<file path="config.mk">
export PLATFORM = sky130hd
export DESIGN_NAME = ordcmp_bytematch
export DESIGN_NICKNAME = d
export VERILOG_FILES = /design/src/rtl/ordcmp_pkg.sv /design/src/rtl/ordcmp_diff.sv /design/src/rtl/ordcmp_lane_match.sv /design/src/rtl/ordcmp_bytematch.sv
export SDC_FILE = /design/constraint.sdc
export NUM_CORES = 1
export LEC_CHECK = 0
export BUFFER_PORTS_ARGS = -buffer_cell sky130_fd_sc_hd__clkbuf_2
export CORE_AREA = 2 2 122 135
export DETAILED_ROUTE_END_ITERATION = 6
export DIE_AREA = 0 0 124 137
export PLACE_DENSITY = 0.67
export SLEW_MARGIN = 0
export SYNTH_ARGS = -nofsm -noshare
export SYNTH_HDL_FRONTEND = slang
export SYNTH_HIERARCHICAL = 1
export SYNTH_SLANG_ARGS = --single-unit
</file>
<file path="constraint.sdc">
create_clock -name clk -period 5.3 [get_ports clk]
set_clock_uncertainty 0.05 [all_clocks]
set_input_delay 0 -clock clk [delete_from_list [all_inputs] [get_ports clk]]
set_output_delay 0 -clock clk [all_outputs]
set_load 0.01 [all_outputs]
</file>
<file path="src/rtl/ordcmp_pkg.sv">
package ordcmp_pkg;

  localparam int unsigned DATA_W = 32;
  localparam int unsigned LANE_W = 8;

  typedef enum logic [1:0] {
    OP_SCMP = 2'b00,
    OP_UCMP = 2'b01,
    OP_BYTE = 2'b10,
    OP_NONE = 2'b11
  } cmp_op_e;

endpackage

</file>
<file path="src/rtl/ordcmp_diff.sv">
module ordcmp_diff #(
  parameter int unsigned W           = 32,
  parameter bit          SIGNED_MODE = 1'b1
) (
  input  logic [W-1:0] a_i,
  input  logic [W-1:0] b_i,
  output logic [W-1:0] res_o
);

  localparam int unsigned MSB = W - 1;
  localparam logic [W-1:0] ONE = W'(1);

  logic [W-1:0] diff;
  logic         fix_bit;
  logic         signs_differ;

  // b minus a built as b + ~a + 1
  assign diff         = b_i + ~a_i + ONE;
  assign signs_differ = a_i[MSB] ^ b_i[MSB];

  generate
    if (SIGNED_MODE) begin : g_signed
      assign fix_bit = b_i[MSB];
    end else begin : g_unsigned
      assign fix_bit = a_i[MSB];
    end
  endgenerate

  assign res_o = signs_differ ? {fix_bit, diff[MSB-1:0]} : diff;

endmodule

</file>
<file path="src/rtl/ordcmp_lane_match.sv">
module ordcmp_lane_match #(
  parameter int unsigned W      = 32,
  parameter int unsigned LANE_W = 8
) (
  input  logic [W-1:0] a_i,
  input  logic [W-1:0] b_i,
  output logic [W-1:0] res_o
);

  localparam int unsigned NUM_LANES = W / LANE_W;
  localparam int unsigned IDX_W     = $clog2(NUM_LANES + 1);

  // eq[k] is the k-th lane in scan order, k = 0 is the most significant
  logic [NUM_LANES-1:0] eq;
  logic [IDX_W-1:0]     idx;

  genvar k;
  generate
    for (k = 0; k < NUM_LANES; k++) begin : g_lane
      assign eq[k] = a_i[W-1-k*LANE_W -: LANE_W] == b_i[W-1-k*LANE_W -: LANE_W];
    end
  endgenerate

  always_comb begin
    idx = '0;
    for (int i = NUM_LANES - 1; i >= 0; i--) begin
      if (eq[i]) idx = IDX_W'(i + 1);
    end
  end

  assign res_o = W'(idx);

  // the reported position never exceeds the lane count
  always_comb begin
    a_r6_idx_in_range: assert (idx <= IDX_W'(NUM_LANES));
  end

endmodule

</file>
<file path="src/rtl/ordcmp_bytematch.sv">
module ordcmp_bytematch
  import ordcmp_pkg::*;
#(
  parameter int unsigned W      = DATA_W,
  parameter int unsigned LANE_W_P = LANE_W
) (
  input  logic         clk,
  input  logic         rst,
  input  logic         in_valid_i,
  input  logic [1:0]   op_i,
  input  logic [W-1:0] a_i,
  input  logic [W-1:0] b_i,
  output logic [W-1:0] res_o,
  output logic         res_valid_o
);

  localparam int unsigned MSB = W - 1;

  cmp_op_e      op;
  logic [W-1:0] scmp_res;
  logic [W-1:0] ucmp_res;
  logic [W-1:0] byte_res;
  logic [W-1:0] next_res;

  assign op = cmp_op_e'(op_i);

  ordcmp_diff #(.W(W), .SIGNED_MODE(1'b1)) u_scmp (
    .a_i  (a_i),
    .b_i  (b_i),
    .res_o(scmp_res)
  );

  ordcmp_diff #(.W(W), .SIGNED_MODE(1'b0)) u_ucmp (
    .a_i  (a_i),
    .b_i  (b_i),
    .res_o(ucmp_res)
  );

  ordcmp_lane_match #(.W(W), .LANE_W(LANE_W_P)) u_match (
    .a_i  (a_i),
    .b_i  (b_i),
    .res_o(byte_res)
  );

  always_comb begin
    unique case (op)
      OP_SCMP: next_res = scmp_res;
      OP_UCMP: next_res = ucmp_res;
      OP_BYTE: next_res = byte_res;
      default: next_res = '0;
    endcase
  end

  always_ff @(posedge clk) begin
    if (rst) begin
      res_o       <= '0;
      res_valid_o <= 1'b0;
    end else begin
      res_valid_o <= in_valid_i;
      if (in_valid_i) res_o <= next_res;
    end
  end

  // reset clears the stage even with a strobe present
  a_r1_reset_clears: assert property (@(posedge clk)
    rst |=> (res_o == '0) && !res_valid_o);

  // valid follows the strobe by one cycle
  a_r2_valid_follows: assert property (@(posedge clk) disable iff (rst)
    in_valid_i |=> res_valid_o);

  // signed result sign bit gives the signed ordering
  a_r4_signed_order: assert property (@(posedge clk) disable iff (rst)
    (in_valid_i && op_i == 2'b00) |=>
      (res_o[MSB] == ($signed($past(b_i)) < $signed($past(a_i)))));

  // unsigned result sign bit gives the unsigned ordering
  a_r5_unsigned_order: assert property (@(posedge clk) disable iff (rst)
    (in_valid_i && op_i == 2'b01) |=>
      (res_o[MSB] == ($past(b_i) < $past(a_i))));

  // reserved opcode yields zero
  a_r8_reserved_zero: assert property (@(posedge clk) disable iff (rst)
    (in_valid_i && op_i == 2'b11) |=> (res_o == '0));

  // no strobe, no change
  a_r9_hold: assert property (@(posedge clk) disable iff (rst)
    !in_valid_i |=> $stable(res_o) && !res_valid_o);

endmodule

</file>
==> flow_summary.toml <==
[critical_path]
crit_fanout = 5
crit_chain = "clkbuf_2 > inv_1 > ha_1 > nor2b_1 > o2111ai_1 > a31oi_1 > nor2_1 > a21oi_4 > o21ai_2 > o31a_1 > fa_1 > nor2b_1 > a211oi_1 > nor3_1"
slowest_delay_ns = 0.37
startpoint_type = "primary input"
critical-path-top-delay-family = "compound AO/OA/AOI/OAI gates"
worstSetupEndpointType = "flop"
cp.arrival_ns = 2.75
critical_path.slowest_cell = "a31oi_1"
crit_buf_inv = 2
cp.required_ns = 5.38
crit_type = "primary input to flop"
cpMostUsedCell = "nor2b_1"

[finish]
drive_gt1_frac = 0.148
final_nets = 1056
layout_commonest_cell = "clkbuf_2"
n_antenna_cell = 0
final_cell_mix = "clkbuf_2 (101), inv_1 (84), nor2b_1 (70)"
synthToLayoutAreaGrowth_pct = 10.9
fin_util = 0.436
nFillCells = 1635

[routing]
antenna_left = 0
first_pass_iters = 5
drtIter0Drc = 395
wirelength_mm = 17.5
via_per_inst = 5.34
vias = 5996
wl_per_cell_um = 15.6
drc = 0

[logic_synthesis]
synth_top_area_frac = 0.126
synth_flop_cell = "dfxtp_1"
synth.area.top_cells = "ha_1 (13%), dfxtp_1 (11%), nor2b_1 (7.1%)"
synthMuxAreaShare = 0.00163
synthAdderAreaFrac = 0.139
synth-seq-area-share = 0.108
ys_async_sr_fraction = 0
ys_types = 72
synth-compound-area-share = 0.281
synthSimpleGateAreaFrac = 0.235
synth_warnings = 6
syn_avg_cell_area_um2 = 7.24
synth_cells = 847
synth_top_family_by_area = "compound AO/OA/AOI/OAI gates"
synth-seq-cells = 33
synthXorXnorAreaFrac = 0.121
synth-edff-count = 0
syn_area_um2 = 6140
synth_area_leader_cell = "ha_1"

[power_and_ir_drop]
p_sw_frac = 0.399
clkPwrFrac = 0.248
p_leak_nw = 3.14
switching_power_mw = 0.542
ir_drop_uv = 143
internal_power_mw = 0.816
power_frac_seq = 0.210
p_per_area_nw_per_um2 = 200
combPwrFrac = 0.542

[clocking]
cts_tree = "built"
post-cts-setup-buffers = 0
clockBufferDepth = 2
htree_num_levels = 2
holdBufCountCts = 0
cts_buffers = 5
cts_root_buf = "clkbuf_16"
clock-sinks = 33
clk_pin_slew_ns = 0.05
cts_resized = 0
clk_latency_ns = 0.27

[timing]
rsz0062_at_grt = "no"
finalMaxSlewViolations = 0
layout_min_cycle_time_ns = 2.67
setup-violations-final = 0
slew_headroom = 0.250
period_share = 0.504
timing.final.hold_violations = 0
fmax_mhz = 374
fin_tns_setup_ns = 0
tightest_slew_ns = 1.12

[run]
drv_cap = 0

[global_routing]
grt_pass1_vias = 5478
antenna_found_initial = 0
grt_start_max_net_pins = 97
grt_usage = 0.206
overflow = 0
grt_pass1_wl_mm = 27.8

[outcome]
status = "finished clean"

[placed_design]
dp_hpwl_mm = 14.5
numPortBuffers = 101
place.gp.congestion = 0.946

[floorplan]
coreArea_um2 = 15600
die_x_um = 124
num_rows = 48
die_h_um = 137
pin_count = 102
start_util = 0.393
die_area_um2 = 17000

[hold_path]
hold_path_class = "primary input to flop"
## power by group through the flow
stage / Combinational, mW / Sequential (mW) / Clock, mW
6_report: 0.736 / 0.285 / 0.337
5_1_grt: 0.810 / 0.287 / 0.354
4_1_cts: 0.730 / 0.285 / 0.344
3_5_place_dp: 0.727 / 0.291 / 0
3_3_place_gp: 0.726 / 0.290 / 0
2_1_floorplan: 0.534 / 0.296 / 0
## worst reg2reg max path, cell delays in order, from the launching register on
cell and delay [ns]:
dfxtp_1 0.36, o22ai_1 0.09, nor3_1 0.19
## per-stage QoR
| stage | instance area [um2] | worst slack, ns | instances | hold WS [ns] | power, mW |
|---|---|---|---|---|---|
| floorplan | 6240 | 2.84 | 875 | 0.208 | 0.830 |
| finish | 6800 | 2.63 | 1122 | 0.303 | 1.36 |
| global route | 6800 | 2.39 | 1122 | 0.347 | 1.45 |
| global placement | 6630 | 2.41 | 1114 | 0.336 | 1.02 |
| CTS | 6800 | 2.67 | 1122 | 0.304 | 1.36 |
| detailed placement | 6630 | 2.39 | 1114 | 0.340 | 1.02 |
## logic make-up after synthesis
family                     count (synthesis)
and+or+nand+nor                          262
AOI/OAI and AO/OA                        251
buffers and inverters                    148
xor gates and xnor gates                  85
adders and majority gates                 66
DFF                                       33
other                                      1
muxes                                      1
## cell usage after synthesis, types with 3 or more instances
master and instances:
inv_1 84, nor2b_1 70, ha_1 62, a21oi_1 58, nand2_1 57, xnor2_1 50, nor3_1 41, a211oi_1 38
xor2_1 35, buf_4 34, dfxtp_1 33, o22ai_1 32, nor2_1 26, o21ai_0 24, clkbuf_1 19, nand4_1 15
a21o_1 14, o21a_1 14, nand3_1 13, o21ai_1 10, o21bai_1 10, a31oi_1 9, buf_2 9, and3_1 6
nand2b_1 5, and2_1 4, fa_1 4, nor4_2 4, o2111ai_1 4, nor4_1 3, o31ai_1 3, or2_1 3
## final timing paths
check             from        end  slack, ns  depth (start not counted)
max             a_i[1]  res_o[31]       2.63                         14
max reg2reg   res_o[9]   res_o[9]       4.52                          2
min             a_i[0]   res_o[0]       0.30                          6
min reg2reg  res_o[21]  res_o[21]       0.50                          2
## registers in the layout (all words and copies together) (netlist names)
signal       count
res_valid_o      1
res_o           32
## layer usage
| metal | part of all wire | GRT usage | vias up | wire [um] |
|---|---|---|---|---|
| met5 | 0 | 0 | - | 0 |
| met4 | 0.015 | 0.0431 | 0 | 257 |
| met3 | 0.057 | 0.0158 | 18 | 999 |
| met2 | 0.44 | 0.325 | 150 | 7710 |
| met1 | 0.49 | 0.305 | 2727 | 8580 |
| li1 | - | - | 3101 | - |
## cell type report
class	count	area, um2	area share
Multi-Input combinational cell	694	4880	0.718
Sequential cell	33	661	0.0971
Inverter	84	315	0.0463
Clock inverter	1	30.0	0.00441
Tap cell	200	250	0.0368
Clock buffer	7	143	0.0210
Timing Repair Buffer	103	520	0.0765
Power figures use the tool's default switching activity.
